### src/rtl/issel_pkg.sv
package issel_pkg;

    localparam int SEQ_W = 16;
    localparam int TAG_W = 8;

    typedef logic [SEQ_W-1:0] seq_t;
    typedef logic [TAG_W-1:0] tag_t;

    // strict age order between two class heads; equal numbers fall back to class index
    function automatic logic head_before(input seq_t a, input seq_t b, input int ia, input int ib);
        return (a < b) || ((a == b) && (ia < ib));
    endfunction

endpackage

### src/rtl/issel_pool.sv
module issel_pool
    import issel_pkg::*;
#(
    parameter int DEPTH = 8,
    localparam int CNT_W = $clog2(DEPTH + 1)
) (
    input  logic clk,
    input  logic rst_n,
    input  logic push,
    input  seq_t push_seq,
    input  tag_t push_tag,
    input  logic pop,
    input  logic sq_valid,
    input  seq_t sq_bound,
    output seq_t head_seq,
    output tag_t head_tag,
    output logic nonempty,
    output logic reject,
    output seq_t nxt_head_seq,
    output logic head_chg
);

    seq_t            seq_q [DEPTH];
    tag_t            tag_q [DEPTH];
    logic [CNT_W-1:0] cnt_q;

    seq_t            a_seq [DEPTH];
    tag_t            a_tag [DEPTH];
    seq_t            n_seq [DEPTH];
    tag_t            n_tag [DEPTH];
    logic [CNT_W-1:0] keep;
    logic [CNT_W-1:0] n1;
    logic [CNT_W-1:0] pos;
    logic [CNT_W-1:0] nxt_cnt;
    logic            full;
    logic            doomed;
    logic            accept;

    assign full   = (cnt_q == CNT_W'(DEPTH));
    assign doomed = sq_valid && (push_seq > sq_bound);
    assign accept = push && !full && !doomed;
    assign reject = push && full && !doomed;

    always_comb begin
        // entries are kept ascending, so squash survivors form a prefix
        keep = '0;
        for (int i = 0; i < DEPTH; i++) begin
            if ((CNT_W'(i) < cnt_q) && (!sq_valid || (seq_q[i] <= sq_bound)))
                keep = keep + CNT_W'(1);
        end

        for (int i = 0; i < DEPTH - 1; i++) begin
            a_seq[i] = pop ? seq_q[i+1] : seq_q[i];
            a_tag[i] = pop ? tag_q[i+1] : tag_q[i];
        end
        a_seq[DEPTH-1] = seq_q[DEPTH-1];
        a_tag[DEPTH-1] = tag_q[DEPTH-1];

        n1 = (pop && (keep != '0)) ? keep - CNT_W'(1) : keep;

        pos = '0;
        for (int j = 0; j < DEPTH; j++) begin
            if ((CNT_W'(j) < n1) && (a_seq[j] < push_seq))
                pos = pos + CNT_W'(1);
        end

        for (int i = 0; i < DEPTH; i++) begin
            if (!accept || (CNT_W'(i) < pos)) begin
                n_seq[i] = a_seq[i];
                n_tag[i] = a_tag[i];
            end else if (CNT_W'(i) == pos) begin
                n_seq[i] = push_seq;
                n_tag[i] = push_tag;
            end else begin
                n_seq[i] = a_seq[(i == 0) ? 0 : i - 1];
                n_tag[i] = a_tag[(i == 0) ? 0 : i - 1];
            end
        end

        nxt_cnt = accept ? n1 + CNT_W'(1) : n1;
    end

    always_ff @(posedge clk) begin
        if (!rst_n) begin
            cnt_q <= '0;
            for (int i = 0; i < DEPTH; i++) begin
                seq_q[i] <= '0;
                tag_q[i] <= '0;
            end
        end else begin
            cnt_q <= nxt_cnt;
            for (int i = 0; i < DEPTH; i++) begin
                seq_q[i] <= n_seq[i];
                tag_q[i] <= n_tag[i];
            end
        end
    end

    assign head_seq     = seq_q[0];
    assign head_tag     = tag_q[0];
    assign nonempty     = (cnt_q != '0);
    assign nxt_head_seq = n_seq[0];
    assign head_chg     = ((nxt_cnt != '0) != nonempty) || (n_seq[0] != seq_q[0]);

endmodule

### src/rtl/issel_age.sv
module issel_age
    import issel_pkg::*;
#(
    parameter int N = 4
) (
    input  logic         clk,
    input  logic         rst_n,
    input  seq_t         nxt_seq [N],
    input  logic [N-1:0] chg,
    output logic [N-1:0] older [N]
);

    logic [N-1:0] older_q [N];

    // only the rows and columns of a class whose head moved are re-placed
    always_ff @(posedge clk) begin
        if (!rst_n) begin
            for (int i = 0; i < N; i++)
                for (int j = 0; j < N; j++)
                    older_q[i][j] <= (i < j);
        end else begin
            for (int i = 0; i < N; i++)
                for (int j = 0; j < N; j++)
                    if ((i != j) && (chg[i] || chg[j]))
                        older_q[i][j] <= head_before(nxt_seq[i], nxt_seq[j], i, j);
        end
    end

    assign older = older_q;

endmodule

### src/rtl/issel_pick.sv
module issel_pick #(
    parameter int N = 4,
    parameter int W = 2,
    localparam int CLS_W = $clog2(N)
) (
    input  logic [N-1:0]            elig,
    input  logic [N-1:0]            older [N],
    output logic [W-1:0]            slot_v,
    output logic [W-1:0][CLS_W-1:0] slot_cls,
    output logic [N-1:0]            take
);

    logic [N-1:0] rem;
    logic         found;
    logic         win;

    always_comb begin
        rem      = elig;
        take     = '0;
        slot_v   = '0;
        slot_cls = '0;
        for (int s = 0; s < W; s++) begin
            found = 1'b0;
            for (int c = 0; c < N; c++) begin
                win = rem[c];
                for (int d = 0; d < N; d++) begin
                    if ((d != c) && rem[d] && !older[c][d])
                        win = 1'b0;
                end
                if (win && !found) begin
                    found       = 1'b1;
                    slot_v[s]   = 1'b1;
                    slot_cls[s] = CLS_W'(c);
                    take[c]     = 1'b1;
                end
            end
            rem = rem & ~take;
        end
    end

endmodule

### src/rtl/issel_top.sv
module issel_top
    import issel_pkg::*;
#(
    parameter int NUM_CLASSES = 4,
    parameter int POOL_DEPTH  = 8,
    parameter int ISSUE_W     = 2,
    localparam int CLS_W = $clog2(NUM_CLASSES)
) (
    input  logic                                   clk,
    input  logic                                   rst_n,
    input  logic                                   ins_valid,
    input  logic [issel_pkg::SEQ_W-1:0]            ins_seq,
    input  logic [CLS_W-1:0]                       ins_class,
    input  logic [issel_pkg::TAG_W-1:0]            ins_tag,
    input  logic [NUM_CLASSES-1:0]                 fu_free,
    input  logic                                   squash_valid,
    input  logic [issel_pkg::SEQ_W-1:0]            squash_bound,
    output logic [ISSUE_W-1:0]                     iss_valid,
    output logic [ISSUE_W-1:0][CLS_W-1:0]          iss_class,
    output logic [ISSUE_W-1:0][issel_pkg::SEQ_W-1:0] iss_seq,
    output logic [ISSUE_W-1:0][issel_pkg::TAG_W-1:0] iss_tag,
    output logic                                   has_ready,
    output logic                                   ins_err
);

    seq_t                         head_seq [NUM_CLASSES];
    tag_t                         head_tag [NUM_CLASSES];
    seq_t                         nxt_seq  [NUM_CLASSES];
    logic [NUM_CLASSES-1:0]       nonempty;
    logic [NUM_CLASSES-1:0]       reject;
    logic [NUM_CLASSES-1:0]       chg;
    logic [NUM_CLASSES-1:0]       push;
    logic [NUM_CLASSES-1:0]       elig;
    logic [NUM_CLASSES-1:0]       take;
    logic [NUM_CLASSES-1:0]       older [NUM_CLASSES];
    logic [ISSUE_W-1:0]           slot_v;
    logic [ISSUE_W-1:0][CLS_W-1:0] slot_cls;

    for (genvar c = 0; c < NUM_CLASSES; c++) begin : g_pool
        assign push[c] = ins_valid && (ins_class == CLS_W'(c));
        // a head above the squash bound is gone this cycle and may not issue
        assign elig[c] = nonempty[c] && fu_free[c] &&
                         (!squash_valid || (head_seq[c] <= squash_bound));

        issel_pool #(.DEPTH(POOL_DEPTH)) u_pool (
            .clk          (clk),
            .rst_n        (rst_n),
            .push         (push[c]),
            .push_seq     (ins_seq),
            .push_tag     (ins_tag),
            .pop          (take[c]),
            .sq_valid     (squash_valid),
            .sq_bound     (squash_bound),
            .head_seq     (head_seq[c]),
            .head_tag     (head_tag[c]),
            .nonempty     (nonempty[c]),
            .reject       (reject[c]),
            .nxt_head_seq (nxt_seq[c]),
            .head_chg     (chg[c])
        );
    end

    issel_age #(.N(NUM_CLASSES)) u_age (
        .clk     (clk),
        .rst_n   (rst_n),
        .nxt_seq (nxt_seq),
        .chg     (chg),
        .older   (older)
    );

    issel_pick #(.N(NUM_CLASSES), .W(ISSUE_W)) u_pick (
        .elig     (elig),
        .older    (older),
        .slot_v   (slot_v),
        .slot_cls (slot_cls),
        .take     (take)
    );

    always_ff @(posedge clk) begin
        if (!rst_n) begin
            iss_valid <= '0;
            iss_class <= '0;
            iss_seq   <= '0;
            iss_tag   <= '0;
            ins_err   <= 1'b0;
        end else begin
            for (int s = 0; s < ISSUE_W; s++) begin
                iss_valid[s] <= slot_v[s];
                iss_class[s] <= slot_cls[s];
                iss_seq[s]   <= head_seq[slot_cls[s]];
                iss_tag[s]   <= head_tag[slot_cls[s]];
            end
            ins_err <= |reject;
        end
    end

    assign has_ready = |nonempty;

endmodule

### config.mk
export PLATFORM = sky130hd
export DESIGN_NAME = issel_top
export DESIGN_NICKNAME = d
export VERILOG_FILES = /design/src/rtl/issel_pkg.sv /design/src/rtl/issel_pool.sv /design/src/rtl/issel_age.sv /design/src/rtl/issel_pick.sv /design/src/rtl/issel_top.sv
export SDC_FILE = /design/constraint.sdc
export NUM_CORES = 2
export LEC_CHECK = 0
export BUFFER_PORTS_ARGS = -buffer_cell sky130_fd_sc_hd__buf_2
export CELL_PAD_IN_SITES_DETAIL_PLACEMENT = 1
export CELL_PAD_IN_SITES_GLOBAL_PLACEMENT = 1
export CORE_ASPECT_RATIO = 1.5
export CORE_MARGIN = 10
export CORE_UTILIZATION = 30
export CTS_CLUSTER_SIZE = 30
export DETAILED_ROUTE_END_ITERATION = 8
export PLACE_DENSITY = 0.56
export SLEW_MARGIN = 10
export SYNTH_ARGS = -nofsm -noshare
export SYNTH_HDL_FRONTEND = slang
export SYNTH_SLANG_ARGS = --single-unit
export TNS_END_PERCENT = 10
### constraint.sdc
create_clock -name clk -period 16.5 [get_ports clk]
set_input_delay 0.825 -clock clk [delete_from_list [all_inputs] [get_ports clk]]
set_output_delay 0.825 -clock clk [all_outputs]
set_load 0.01 [all_outputs]
==> summary.md <==
| Metric | Value |
|---|---|
| Pre-Repair DR Iteration Count | 6 |
| Die X | 439 um |
| Initial cell density of the core | 0.302 |
| End of the critical path | u_age.older[11] |
| Number of nets at the end of the flow | ~12000 |
| Average cell area after synthesis | roughly 7.6 um^2 |
| Beginning of the worst register-to-register path | g_pool[3].u_pool.seq_q[0][17] |
| Final standard cell area without fillers | roughly 90000 um^2 |
| Worst max-slew margin expressed relative to the limit | 0.151 |
| Dominant cell type by area after synthesis | sky130_fd_sc_hd__dfxtp_1 |
| Global routing usage summed across all routing layers | 0.295 |
| Finish-stage setup viols | 0 |
| Share of layout cells above drive strength 1 | 0.0952 |
| Final Max Tran Viols | 0 |
| Share of synthesized flip-flops with an asynchronous set or reset | 0 |
| Area inside the core boundary | 262000 um^2 |
| Final Wtd Congestion | 0.955 |
| Port-buffer cells | roughly 110 |
| Die outline area | about 280000 um^2 |
| CTS Buffer Depth | 3 |
| Terminus of the critical flop-to-flop path | u_age.older[11] |
| Buffer cell driving the clock tree root | sky130_fd_sc_hd__clkbuf_16 |
| Cell Count Post-Placement | ~14000 |
| Period minus WS final | between 15 and 20 ns |
| Timing-limited maximum frequency | 63.8 MHz |
| Iter 0 DRT Violations | about 5800 |
| Final routed wirelength across all metal layers | approximately 440000 um |
| Maximum cell stage delay along the critical path | between 0.5 and 0.6 ns |
| Arr. time, crit path | 16.38 ns |
| Synthesized cell area | 78900 um^2 |
| DRC | 0 |
| Required time of the worst setup path | ~17 ns |
| Number of synthesized register bits | between 800 and 900 |
| Worst-Skew Late Latency | just over 0.8 ns |
| Share of the cycle needed by the critical path after routing | 0.949 |
| Initial antenna violation count | 38 |
| Max-capacitance violation count | 0 |
| Buffers & Inverters on Critical Path | 10 |
| Total half-perimeter wirelength after legalization and detailed placement | approximately 330000 um |
| Slew at the pin closest to its max-slew limit | between 1 and 1.5 ns |
| Footprint of the multi-input gates | roughly 58000 um^2 |
| Critical path launch point | squash_bound[1] |
| Area contributors post-synth | sky130_fd_sc_hd__dfxtp_1 22%, sky130_fd_sc_hd__ha_1 18%, sky130_fd_sc_hd__a211oi_1 6.7%, sky130_fd_sc_hd__nand2_1 6.6%, sky130_fd_sc_hd__nor2_1 5.7% |
| FP Rows | between 200 and 250 |
| Instance count on the critical path | between 70 and 80 |
| Number of vias per cell | 5.97 |
| Cell variety after synth | ~130 |
| Number of fillers in the final layout | approximately 32000 |
| Clk slew on worst S/H paths | roughly 0.07 ns |
| FF+latch area | around 17000 um^2 |
| Most frequent cell on the critical path | sky130_fd_sc_hd__ha_1 |
| Number of cells in the finished layout apart from fillers | 13900 |
| Count of flip-flops with a built-in enable after synthesis | 0 |
| Depth of the most critical reg-to-reg path | 75 |
| Setup crit end kind | flop |
| Vias after detailed routing | about 83000 |
| Count of yosys warnings during synthesis | 0 |
| Growth of design area from synthesis to finish | 12.5% |
| Final hold vios | 0 |
| Setup clock skew after layout | between 0.04 and 0.05 ns |
| Synth Net Count | roughly 12000 |
| Height of the die | roughly 650 um |
| Number of clock buffers inserted by TritonCTS | about 110 |
| Gate Count Post-Synth | approximately 10000 |
| Via count of the first global-routing pass | about 85000 |
| Maximum fanout encountered on the critical timing path | 19 |
| Most frequent cells in the layout | 1389 x sky130_fd_sc_hd__nand2_1, 1168 x sky130_fd_sc_hd__nor2_1, 1160 x sky130_fd_sc_hd__ha_1 |
| Number of ports placed on the die boundary | around 110 |
| Aggregate global routing overflow | 0 |
| Largest delay share family, worst path | compound AO/OA/AOI/OAI gates |
| Top-area cell type share of the netlist area | 0.216 |
| Average wire per cell in the routed design | approximately 31 um |
| Register-to-register setup slack | a little over 0.9 ns |
| Leading cell type in the layout, fill and taps excluded | sky130_fd_sc_hd__nand2_1 |
| Clock sink count | around 850 |
| Most frequently used flop master after synthesis | sky130_fd_sc_hd__dfxtp_1 |
| Run status | finished clean |
| Post-placement cell area | 84900 um^2 |
| Crit Path Category | in -> reg |
| Post-route antenna net violation count | 0 |
| Slowest stage cell on the critical path | sky130_fd_sc_hd__a2111oi_1 |
| Part of the Yosys area used for sequential elements | 0.216 |
| First-pass GRT wire length | between 600000 and 700000 um |
| TritonCTS clock tree | yes |
| H-tree Lvls | 3 |
| Tightest Hold Check Type | in -> reg |
| Worst Setup Start Kind | primary input |
| Maximum number of pins on one net before global-route repair | 138 |
## cell families after synthesis
family,after synthesis,synth area share
and+or+nand+nor,3676,0.210
AOI/OAI and AO/OA,2899,0.247
buffers and inverters,1061,0.0510
DFF,851,0.216
muxes,522,0.0677
xor gates and xnor gates,179,0.0241
adders and majority gates,1164,0.185
## routing by layer
metal	vias to the layer above	global-route usage	routed length (um)
li1	37800	-	-
met1	41600	0.335	171000
met2	2551	0.504	206000
met3	1048	0.0460	22900
met4	8	0.204	36700
met5	-	0	52
## worst reg2reg max path: cells and delay by family, from the launching register on
family          cells  cell delay [ns]
simple gates       22             2.45
mux                 2             0.58
compound gates     26             5.90
xor+xnor            4             0.78
buf+inv             6             0.95
flops               1             0.53
fa+ha+maj          15             4.28
## stage by stage
step / setup slack (ns) / util / setup TNS (ns) / hold WS [ns]
6_report: 0.835 / 0.339 / 0 / 0.450
5_1_grt: -0.0765 / 0.339 / -0.119 / 0.439
4_1_cts: 0.0467 / 0.338 / 0 / 0.432
3_5_place_dp: -0.810 / 0.324 / -3.69 / 0.463
3_3_place_gp: -0.558 / 0.324 / -1.68 / 0.452
2_1_floorplan: 1.25 / - / 0 / 0.437
## sequential cells by signal, indices dropped and copies added, names as in the netlist
signal               count
ins_err                  1
g_pool.u_pool.tag_q    256
iss_seq                 32
g_pool.u_pool.cnt_q     16
iss_class                4
iss_valid                2
iss_tag                 16
g_pool.u_pool.seq_q    512
u_age.older             12
## synthesized netlist by cell type (124+ instances only)
cell type	number
sky130_fd_sc_hd__a211oi_1	705
sky130_fd_sc_hd__a21o_1	197
sky130_fd_sc_hd__a21oi_1	794
sky130_fd_sc_hd__clkbuf_1	556
sky130_fd_sc_hd__dfxtp_1	851
sky130_fd_sc_hd__ha_1	1162
sky130_fd_sc_hd__inv_1	423
sky130_fd_sc_hd__mux2i_1	442
sky130_fd_sc_hd__nand2_1	1392
sky130_fd_sc_hd__nand2b_1	124
sky130_fd_sc_hd__nand4_1	214
sky130_fd_sc_hd__nor2_1	1189
sky130_fd_sc_hd__nor2b_1	146
sky130_fd_sc_hd__o211ai_1	145
sky130_fd_sc_hd__o21ai_0	377
## worst min path at each step
stage,cells after the start,start,slack (ns),to
after CTS,2,rst_n,0.43,g_pool[2].u_pool.seq_q[1][48]
after global routing,2,rst_n,0.44,g_pool[2].u_pool.seq_q[1][48]
after floorplan,2,u_age.older[11],0.44,u_age.older[11]
after detailed placement,2,u_age.older[4],0.46,u_age.older[4]
final,2,rst_n,0.45,g_pool[3].u_pool.seq_q[0][80]
after global placement,2,u_age.older[4],0.45,u_age.older[4]
## layout make-up
type                       instances  area share
timing repair buffer             500      0.0423
antenna                           13    0.000367
inverter                         431      0.0187
clock buffer                     147      0.0340
tap                             3480      0.0491
sequential                       851       0.192
multi-input combinational       8440       0.657
clock inverter                    46     0.00648
## timing repair
item,in CTS,in global routing
hold endpoints to repair,0,0
setup buffers,0,5
pin swaps,0,7
setup endpoints to repair,2,18
hold buffers,0,0
resized for setup,1,50
Power is not shown: default switching activity piles up to over one toggle a cycle in this logic, so the estimate is an artifact.
